===== config.mk =====
export PLATFORM = sky130hd
export DESIGN_NAME = usb_ep_stall_ctrl
export DESIGN_NICKNAME = d
export VERILOG_FILES = /design/src/rtl/usb_stall_pkg.sv /design/src/rtl/ep_stall_state.sv /design/src/rtl/ep_stall_flag.sv /design/src/rtl/stall_resp_reg.sv /design/src/rtl/usb_ep_stall_ctrl.sv
export SDC_FILE = /design/constraint.sdc
export NUM_CORES = 1
export LEC_CHECK = 0
export ABC_AREA = 1
export CAP_MARGIN = 10
export CORE_ASPECT_RATIO = 0.75
export CORE_MARGIN = 10
export CORE_UTILIZATION = 41
export CTS_BUF_LIST = sky130_fd_sc_hd__clkbuf_8
export CTS_CLUSTER_DIAMETER = 60
export DETAILED_ROUTE_END_ITERATION = 10
export GPL_TIMING_DRIVEN = 0
export PLACE_DENSITY = 0.92
export SLEW_MARGIN = 20
export SYNTH_ARGS = -nofsm -noshare
export SYNTH_HDL_FRONTEND = slang
export SYNTH_HIERARCHICAL = 1
export SYNTH_SLANG_ARGS = --single-unit

===== constraint.sdc =====
create_clock -name clk -period 2.1 [get_ports clk]
set_clock_uncertainty 0.05 [all_clocks]
set_input_delay 0.525 -clock clk [delete_from_list [all_inputs] [get_ports clk]]
set_output_delay 0.525 -clock clk [all_outputs]
set_load 0.01 [all_outputs]

===== src/rtl/usb_stall_pkg.sv =====
package usb_stall_pkg;

  typedef enum logic [1:0] {
    TOK_NONE  = 2'b00,
    TOK_SETUP = 2'b01,
    TOK_IN    = 2'b10,
    TOK_OUT   = 2'b11
  } tok_kind_e;

endpackage


===== src/rtl/ep_stall_state.sv =====
module ep_stall_state (
  input  logic clk,
  input  logic rst_n,
  input  logic set_i,
  input  logic clr_i,
  input  logic is_ctrl_i,
  input  logic setup_hit_i,
  output logic stall_o
);

  logic stall_q;
  logic stall_d;
  logic auto_clr;
  logic upd_en;

  assign auto_clr = setup_hit_i & is_ctrl_i;
  assign upd_en   = set_i | clr_i | auto_clr;

  always_comb begin
    stall_d = stall_q;
    if (set_i) begin
      stall_d = 1'b1;
    end else if (clr_i || auto_clr) begin
      stall_d = 1'b0;
    end
  end

  always_ff @(posedge clk or negedge rst_n) begin
    if (!rst_n) begin
      stall_q <= 1'b0;
    end else if (upd_en) begin
      stall_q <= stall_d;
    end
  end

  assign stall_o = stall_q;

  AST_SET_RAISES: assert property (@(posedge clk) disable iff (!rst_n)
    set_i |=> stall_q);
  AST_CLR_DROPS: assert property (@(posedge clk) disable iff (!rst_n)
    (clr_i && !set_i) |=> !stall_q);
  AST_CTRL_SETUP_DROPS: assert property (@(posedge clk) disable iff (!rst_n)
    (setup_hit_i && is_ctrl_i && !set_i) |=> !stall_q);
  AST_BULK_SETUP_KEEPS: assert property (@(posedge clk) disable iff (!rst_n)
    (stall_q && setup_hit_i && !is_ctrl_i && !clr_i) |=> stall_q);

endmodule


===== src/rtl/ep_stall_flag.sv =====
module ep_stall_flag (
  input  logic clk,
  input  logic rst_n,
  input  logic stall_sent_i,
  input  logic ack_i,
  input  logic ien_i,
  output logic flag_o,
  output logic irq_o
);

  logic flag_q;
  logic flag_d;
  logic flag_en;

  assign flag_en = stall_sent_i | ack_i;

  always_comb begin
    flag_d = flag_q;
    if (stall_sent_i) begin
      flag_d = 1'b1;
    end else if (ack_i) begin
      flag_d = 1'b0;
    end
  end

  always_ff @(posedge clk or negedge rst_n) begin
    if (!rst_n) begin
      flag_q <= 1'b0;
    end else if (flag_en) begin
      flag_q <= flag_d;
    end
  end

  assign flag_o = flag_q;
  assign irq_o  = flag_q & ien_i;

  AST_FLAG_ON_STALL: assert property (@(posedge clk) disable iff (!rst_n)
    stall_sent_i |=> flag_q);
  AST_FLAG_STICKY: assert property (@(posedge clk) disable iff (!rst_n)
    (flag_q && !ack_i) |=> flag_q);
  AST_FLAG_ACKED: assert property (@(posedge clk) disable iff (!rst_n)
    (ack_i && !stall_sent_i) |=> !flag_q);

endmodule


===== src/rtl/stall_resp_reg.sv =====
module stall_resp_reg
  import usb_stall_pkg::*;
#(
  parameter int EP_W = 2
) (
  input  logic            clk,
  input  logic            rst_n,
  input  tok_kind_e       kind_i,
  input  logic [EP_W-1:0] ep_i,
  input  logic            stall_sel_i,
  input  logic            ctrl_sel_i,
  output logic            stall_now_o,
  output logic            hs_stall_o,
  output logic            accept_o,
  output tok_kind_e       kind_o,
  output logic [EP_W-1:0] ep_o
);

  logic            tok_present;
  logic            setup_pass;
  logic            stall_now;
  logic            accept_now;
  logic            hs_q;
  logic            acc_q;
  tok_kind_e       kind_q;
  logic [EP_W-1:0] ep_q;

  assign tok_present = (kind_i != TOK_NONE);
  assign setup_pass  = (kind_i == TOK_SETUP) & ctrl_sel_i;
  assign stall_now   = tok_present & stall_sel_i & ~setup_pass;
  assign accept_now  = tok_present & ~stall_now;

  always_ff @(posedge clk or negedge rst_n) begin
    if (!rst_n) begin
      hs_q  <= 1'b0;
      acc_q <= 1'b0;
    end else begin
      hs_q  <= stall_now;
      acc_q <= accept_now;
    end
  end

  always_ff @(posedge clk or negedge rst_n) begin
    if (!rst_n) begin
      kind_q <= TOK_NONE;
      ep_q   <= '0;
    end else if (tok_present) begin
      kind_q <= kind_i;
      ep_q   <= ep_i;
    end
  end

  assign stall_now_o = stall_now;
  assign hs_stall_o  = hs_q;
  assign accept_o    = acc_q;
  assign kind_o      = kind_q;
  assign ep_o        = ep_q;

  AST_RESP_EXCLUSIVE: assert property (@(posedge clk) disable iff (!rst_n)
    !(hs_q && acc_q));
  AST_IDLE_QUIET: assert property (@(posedge clk) disable iff (!rst_n)
    (kind_i == TOK_NONE) |=> (!hs_q && !acc_q));
  AST_CTRL_SETUP_PASS: assert property (@(posedge clk) disable iff (!rst_n)
    ((kind_i == TOK_SETUP) && ctrl_sel_i) |=> (acc_q && !hs_q));
  AST_STALLED_DATA_REFUSED: assert property (@(posedge clk) disable iff (!rst_n)
    (stall_sel_i && (kind_i == TOK_IN || kind_i == TOK_OUT)) |=> (hs_q && !acc_q));

endmodule


===== src/rtl/usb_ep_stall_ctrl.sv =====
module usb_ep_stall_ctrl
  import usb_stall_pkg::*;
#(
  parameter int NUM_EP = 4,
  parameter int EP_W   = (NUM_EP > 1) ? $clog2(NUM_EP) : 1
) (
  input  logic              clk,
  input  logic              rst_n,
  input  logic [1:0]        tok_kind_i,
  input  logic [EP_W-1:0]   tok_ep_i,
  input  logic [NUM_EP-1:0] ep_is_ctrl_i,
  input  logic [NUM_EP-1:0] stall_set_i,
  input  logic [NUM_EP-1:0] stall_clr_i,
  input  logic [NUM_EP-1:0] stalled_ack_i,
  input  logic [NUM_EP-1:0] stalled_ien_i,
  output logic [NUM_EP-1:0] stall_req_o,
  output logic              hs_stall_o,
  output logic              rx_accept_o,
  output logic [1:0]        resp_kind_o,
  output logic [EP_W-1:0]   resp_ep_o,
  output logic [NUM_EP-1:0] stalled_o,
  output logic [NUM_EP-1:0] ep_irq_o
);

  tok_kind_e         kind_in;
  tok_kind_e         kind_out;
  logic [NUM_EP-1:0] ep_hit;
  logic [NUM_EP-1:0] stall_vec;
  logic [NUM_EP-1:0] flag_vec;
  logic              stall_sel;
  logic              ctrl_sel;
  logic              stall_now;
  logic              ep_in_range;

  assign kind_in     = tok_kind_e'(tok_kind_i);
  assign ep_in_range = (int'(tok_ep_i) < NUM_EP);

  always_comb begin
    stall_sel = 1'b0;
    ctrl_sel  = 1'b0;
    for (int k = 0; k < NUM_EP; k++) begin
      if (ep_hit[k]) begin
        stall_sel = stall_vec[k];
        ctrl_sel  = ep_is_ctrl_i[k];
      end
    end
  end

  stall_resp_reg #(
    .EP_W (EP_W)
  ) u_resp (
    .clk         (clk),
    .rst_n       (rst_n),
    .kind_i      (ep_in_range ? kind_in : TOK_NONE),
    .ep_i        (tok_ep_i),
    .stall_sel_i (stall_sel),
    .ctrl_sel_i  (ctrl_sel),
    .stall_now_o (stall_now),
    .hs_stall_o  (hs_stall_o),
    .accept_o    (rx_accept_o),
    .kind_o      (kind_out),
    .ep_o        (resp_ep_o)
  );

  assign resp_kind_o = kind_out;

  for (genvar g = 0; g < NUM_EP; g++) begin : g_ep
    logic setup_hit;
    logic stall_sent;

    assign ep_hit[g]  = (kind_in != TOK_NONE) && (int'(tok_ep_i) == g);
    assign setup_hit  = ep_hit[g] && (kind_in == TOK_SETUP);
    assign stall_sent = ep_hit[g] && stall_now;

    ep_stall_state u_state (
      .clk         (clk),
      .rst_n       (rst_n),
      .set_i       (stall_set_i[g]),
      .clr_i       (stall_clr_i[g]),
      .is_ctrl_i   (ep_is_ctrl_i[g]),
      .setup_hit_i (setup_hit),
      .stall_o     (stall_vec[g])
    );

    ep_stall_flag u_flag (
      .clk          (clk),
      .rst_n        (rst_n),
      .stall_sent_i (stall_sent),
      .ack_i        (stalled_ack_i[g]),
      .ien_i        (stalled_ien_i[g]),
      .flag_o       (flag_vec[g]),
      .irq_o        (ep_irq_o[g])
    );

    AST_OTHER_EP_UNTOUCHED: assert property (@(posedge clk) disable iff (!rst_n)
      (!ep_hit[g] && !stall_set_i[g] && !stall_clr_i[g]) |=> $stable(stall_vec[g]));
  end

  assign stall_req_o = stall_vec;
  assign stalled_o   = flag_vec;

  AST_STALL_SETS_FLAG: assert property (@(posedge clk) disable iff (!rst_n)
    hs_stall_o |-> stalled_o[resp_ep_o]);

endmodule


Yosys cells after proc, flatten, opt, wreduce, memory -nomap -nowiden
Index checks and enable logic that the tools add are counted.

Register bits after elaboration: 14. Word-level logic and storage cells: 100.

Equality and inequality tests: 4. Mux-type cells: 24. Bitwise operators: 26. Reduce and logical (&&, ||, !) cells: 34.

Operators with widths (number): $mux W1 (24); $reduce_bool A2 Y1 (9); $reduce_and A2 Y1 (8); $and A1 B1 Y1 (12); $logic_and A1 B1 Y1 (12); $or A1 B1 Y1 (12); $eq A2 B1 Y1 const B (2); $eq A2 B2 Y1 const B (2); $logic_or A1 B1 Y1 (4); $logic_not A2 Y1 (1); $not A1 Y1 (2).

Depth between registers and ports, before layout
Depth in word-level cells: 12. Mapped depth: 12. Mapped depth without buffers: 11.

Cells and area by module
Netlist, hierarchy kept.

Modules (own cells, without submodules): stall_resp_reg (times used 1, cells each 24, area each 224.0 sq um, seq. area each 150.1 sq um); ep_stall_flag (times used 4, cells each 7, area each 47.5 sq um, seq. area each 25.0 sq um); ep_stall_state (times used 4, cells each 6, area each 45.0 sq um, seq. area each 25.0 sq um); usb_ep_stall_ctrl (times used 1, cells each 35, area each 156.4 sq um, seq. area each 0.0 sq um).

Worst setup path before layout
OpenSTA, ideal clock, no wires.

Kind: input to register. Start point: in tok_kind_i[1]. End point: reg g_ep[1].u_flag.flag_q. Arrival: 1.409 ns. Required time: 1.985 ns. Path slack: 0.576 ns. Cell stages on the path: 12. Path buffers: 1. Cell sequence: inv_1 nand2_2 buf_6 nand3_1 nand4_1 nand2_2 nand2_1 nor2_1 inv_1 nor2_1 inv_1 nand2_1.

Cells in the longest elaborated chain, start to end: 12.

Ends and longest elaborated chain: start: declaration (line usb_ep_stall_ctrl.sv:9) `input logic [1:0] tok_kind_i,`; $reduce_bool A2 Y1 (*) (line usb_ep_stall_ctrl.sv:71) `assign ep_hit[g] = (kind_in != TOK_NONE) && (int'(tok_ep_i) == g);`; $logic_and A1 B1 Y1 (line usb_ep_stall_ctrl.sv:71); $mux W1 (3 in a row) (line usb_ep_stall_ctrl.sv:42) `if (ep_hit[k]) begin`; $mux W1 (*) (line usb_ep_stall_ctrl.sv:42); via ctrl_sel (line usb_ep_stall_ctrl.sv:31) `logic ctrl_sel;`; $and A1 B1 Y1 (*) (line stall_resp_reg.sv:29) `assign setup_pass = (kind_i == TOK_SETUP) & ctrl_sel_i;`; $not A1 Y1 (*) (line stall_resp_reg.sv:30) `assign stall_now = tok_present & stall_sel_i & ~setup_pass;`; $and A1 B1 Y1 (*) (line stall_resp_reg.sv:30); via stall_now (line usb_ep_stall_ctrl.sv:32) `logic stall_now;`; $logic_and A1 B1 Y1 (*) (line usb_ep_stall_ctrl.sv:73) `assign stall_sent = ep_hit[g] && stall_now;`; via g_ep[1].stall_sent (line usb_ep_stall_ctrl.sv:69) `logic stall_sent;`; $reduce_bool A2 Y1 (no source line) / $or A1 B1 Y1 (equally long branches); $reduce_and A2 Y1 (no source line); end signal: assignment (line ep_stall_flag.sv:30) `flag_q <= flag_d;`; end: declaration (line ep_stall_flag.sv:11) `logic flag_q;`.

Mark *: on every way through the listed nets, which the timed path passes. The rest lies on a longest branch. A chain may end at the register's enable or synchronous reset.

Worst setup path in the final report
Start point: in stalled_ien_i[0]. End point: out ep_irq_o[0].

Cells in the longest elaborated chain, start to end: 1.

Ends and longest elaborated chain: start: declaration (line usb_ep_stall_ctrl.sv:15) `input logic [NUM_EP-1:0] stalled_ien_i,`; $and A1 B1 Y1 (line ep_stall_flag.sv:35) `assign irq_o = flag_q & ien_i;`; end: declaration (line usb_ep_stall_ctrl.sv:22) `output logic [NUM_EP-1:0] ep_irq_o`.

Every way passes these cells.

==> impl_results.md <==
* Status: finished, final reports clean
* Setup CP Type: in -> out
* Worst EP required at roughly 1.5 ns
* Hold/Removal Path Class: reg -> reg
* Fmax at just over 500 MHz
* CTS clock-pin slew for the worst setup and hold paths at 0.06 ns
* Row count at 13
* Worst setup EP type: output port
* Core Util, Final at 0.7239
* Slew at the pin closest to its max-slew limit at roughly 0.61 ns
* Post CTS Setup Buffer Count at 0
* Initial Util at 0.4313
* Final Hold Viols at 0
* I/O pin count at 44
* Syn-to-layout area delta at 67.83%
* Leakage at 0.6975 nW
* Clk buf depth at 2
* Hold slack final at about 0.43 ns
* Xor/xnor share of the synthesized area at 0
* Die width at 69.41 um
* Cell area after layout at ~0.0013 mm^2
* Most frequent cells in the layout: nand2_1 (38), clkdlybuf4s50_1 (36), inv_1 (27), dfrtp_1 (14), nand3_1 (12)
* CP Launch Type: input port
* CTS tree: yes
* Area share of the largest cell type after synthesis at 0.4667
* Final WL at 2.299 mm
* Die ar. at just under 0.004 mm^2
* Initial antenna violation count at 0
* Vias in the first global route at 893
* First-pass GRT wire length at 3.898 mm
* Syn Nets at approximately 140
* First drt pass iteration count at 4
* Largest net degree at the start of global routing at 15
* # diodes at 0
* Final setup vio count at 0
* Synthesized cell area at 750.7 um^2
* TritonCTS buffer count at 3
* Chip height at 57.06 um
* RSZ-0062 raised after global routing: no
* Via count at between 800 and 900
* Final Wtd Congestion at roughly 0.74
* Core ar. at 0.001740 mm^2
* Sink Count at 14
* Dpl hpwl at 1.891 mm
* Post-synth cell types at 11
* Data arrival, critical path at ~1.4 ns
* YS warnings at 6
* Grt ovf at 0
* VDD IR max at 0.0004205 V
* H-tree levels at 1
* Register bit total from synthesis at 14
* Final Cycle Share at 0.9194
* Ratio of cells with drive above 1 in the final layout at 0.07006
* Crit-path max FO at 1
* Setup ws final at 0.1693 ns
* Hold_buf cts at 0
* Filler cells at 143
* Post-Synth Simple-Gate Area at 0.3717
* Syn Area/Cell at 6.763 um^2
* Final ANT Viol Nets at 0
* Rel. slew slack at 0.5910
* Yosys top cell by area: dfrtp_1
* Clk root buf: clkbuf_8
* Largest family of logic cells by synthesized area: simple AND/OR/NAND/NOR gates
* Slew Limit Fails at 0
* Pwr Density at 559.8 mW/mm^2
* Total global routing track utilization at 0.1203
* Clock latency on the worst-skew pair at 0.24 ns
* Adder-cell share of the synthesized area at 0
* Nets at 185
* Vias per Instance at between 4 and 5
* Seq/Total Area, Yosys at 0.4667
* Pre-CTS setup slack at -0.1145 ns
* Port bufs at 43
* Ranking of synthesized cells by area: dfrtp_1 (47%), nand2_1 (19%), inv_1 (14%)
* Max-Cap Viols at 0
* DR iter-0 viols at 22
* Synth Area in Compound Gates at 0.006667
* Commonest non-fill, non-tap cell in the layout: nand2_1
* Placed instance area at 0.001209 mm^2
* Final Critical Period at 1.931 ns
* Syn Inst Count at 111
* Wire length per cell at 12.84 um
* DRC viols at 0
* Mux contribution to synthesized area at 0
[registers in the layout (all words and copies together) (netlist names)]
signal                flops
g_ep.u_flag/flag_o        4
g_ep.u_state/stall_o      4
u_resp/ep_o               2
u_resp/kind_o             2
u_resp/accept_o           1
u_resp/hs_stall_o         1
[per-stage QoR]
step	TNS (ns)	std cells	power, W
2_1_floorplan	0	111	0.0003729
3_3_place_gp	-0.3644	176	0.0004857
3_5_place_dp	-0.7051	176	0.0004935
4_1_cts	0	179	0.0007087
5_1_grt	0	179	0.0007468
6_report	0	179	0.0007054
[worst paths after layout]
check / cells past startpoint / slack [ns] / startpoint / to
hold / removal: 2 / 0.43 / u_resp/kind_o[1] / u_resp/kind_o[1]
setup reg to reg: 8 / 0.83 / g_ep[2].u_state/stall_o / g_ep[0].u_flag/flag_o
setup / recovery: 4 / 0.17 / stalled_ien_i[0] / ep_irq_o[0]
min in group asynchronous: 1 / 0.61 / rst_n / u_resp/kind_o[1]
max in group asynchronous: 1 / 0.99 / rst_n / g_ep[3].u_flag/flag_o
hold reg to reg: 2 / 0.43 / u_resp/kind_o[1] / u_resp/kind_o[1]
[cells by family after synthesis]
kind of cell | after synthesis
DFF | 14
AOI/OAI and AO/OA | 1
and+or+nand+nor | 67
buffers and inverters | 29
[synth_stat cells]
| cell type | instances |
|---|---|
| nor2_2 | 1 |
| inv_1 | 27 |
| nand2_2 | 2 |
| nand4_1 | 2 |
| buf_6 | 1 |
| a21oi_1 | 1 |
| inv_2 | 1 |
| nand3_1 | 12 |
| nand2_1 | 38 |
| dfrtp_1 | 14 |
| nor2_1 | 12 |
[cell type report]
cell class | count | area (um^2) | share of cell area
Tap cell | 22 | 27.53 | 0.02185
Timing Repair Buffer | 43 | 432.9 | 0.3436
Multi-Input combinational cell | 68 | 291.5 | 0.2314
Inverter | 28 | 105.1 | 0.08342
Buffer | 1 | 11.26 | 0.008937
Sequential cell | 14 | 350.3 | 0.2781
Clock buffer | 3 | 41.29 | 0.03277
[power by group]
| group | leakage [nW] | internal [W] | switching (W) |
|---|---|---|---|
| logic | 0.508 | 0.000102 | 0.0000810 |
| clock network | 0.0216 | 0.000127 | 0.0000911 |
| registers | 0.168 | 0.000292 | 0.0000131 |
[metal layers]
metal / track usage / up-vias / routed length (um)
li1: - / 417 / -
met1: 0.1043 / 348 / 852
met2: 0.2122 / 44 / 1069
met3: 0.08463 / 8 / 327
met4: 0.05158 / 0 / 49
met5: 0 / - / 0
[worst max-delay path, stage by stage]
cell and delay [ns]:
clkdlybuf4s50_1 0.45, nand2_1 0.05, inv_1 0.06, dlygate4sd2_1 0.28
[what timing repair did]
action                     CTS  global route
cloned                       0             0
setup endpoints to repair    4             4
gates resized for setup      4             6
pin swaps                    0             1
No activity file was read; power rests on OpenSTA's default activity.
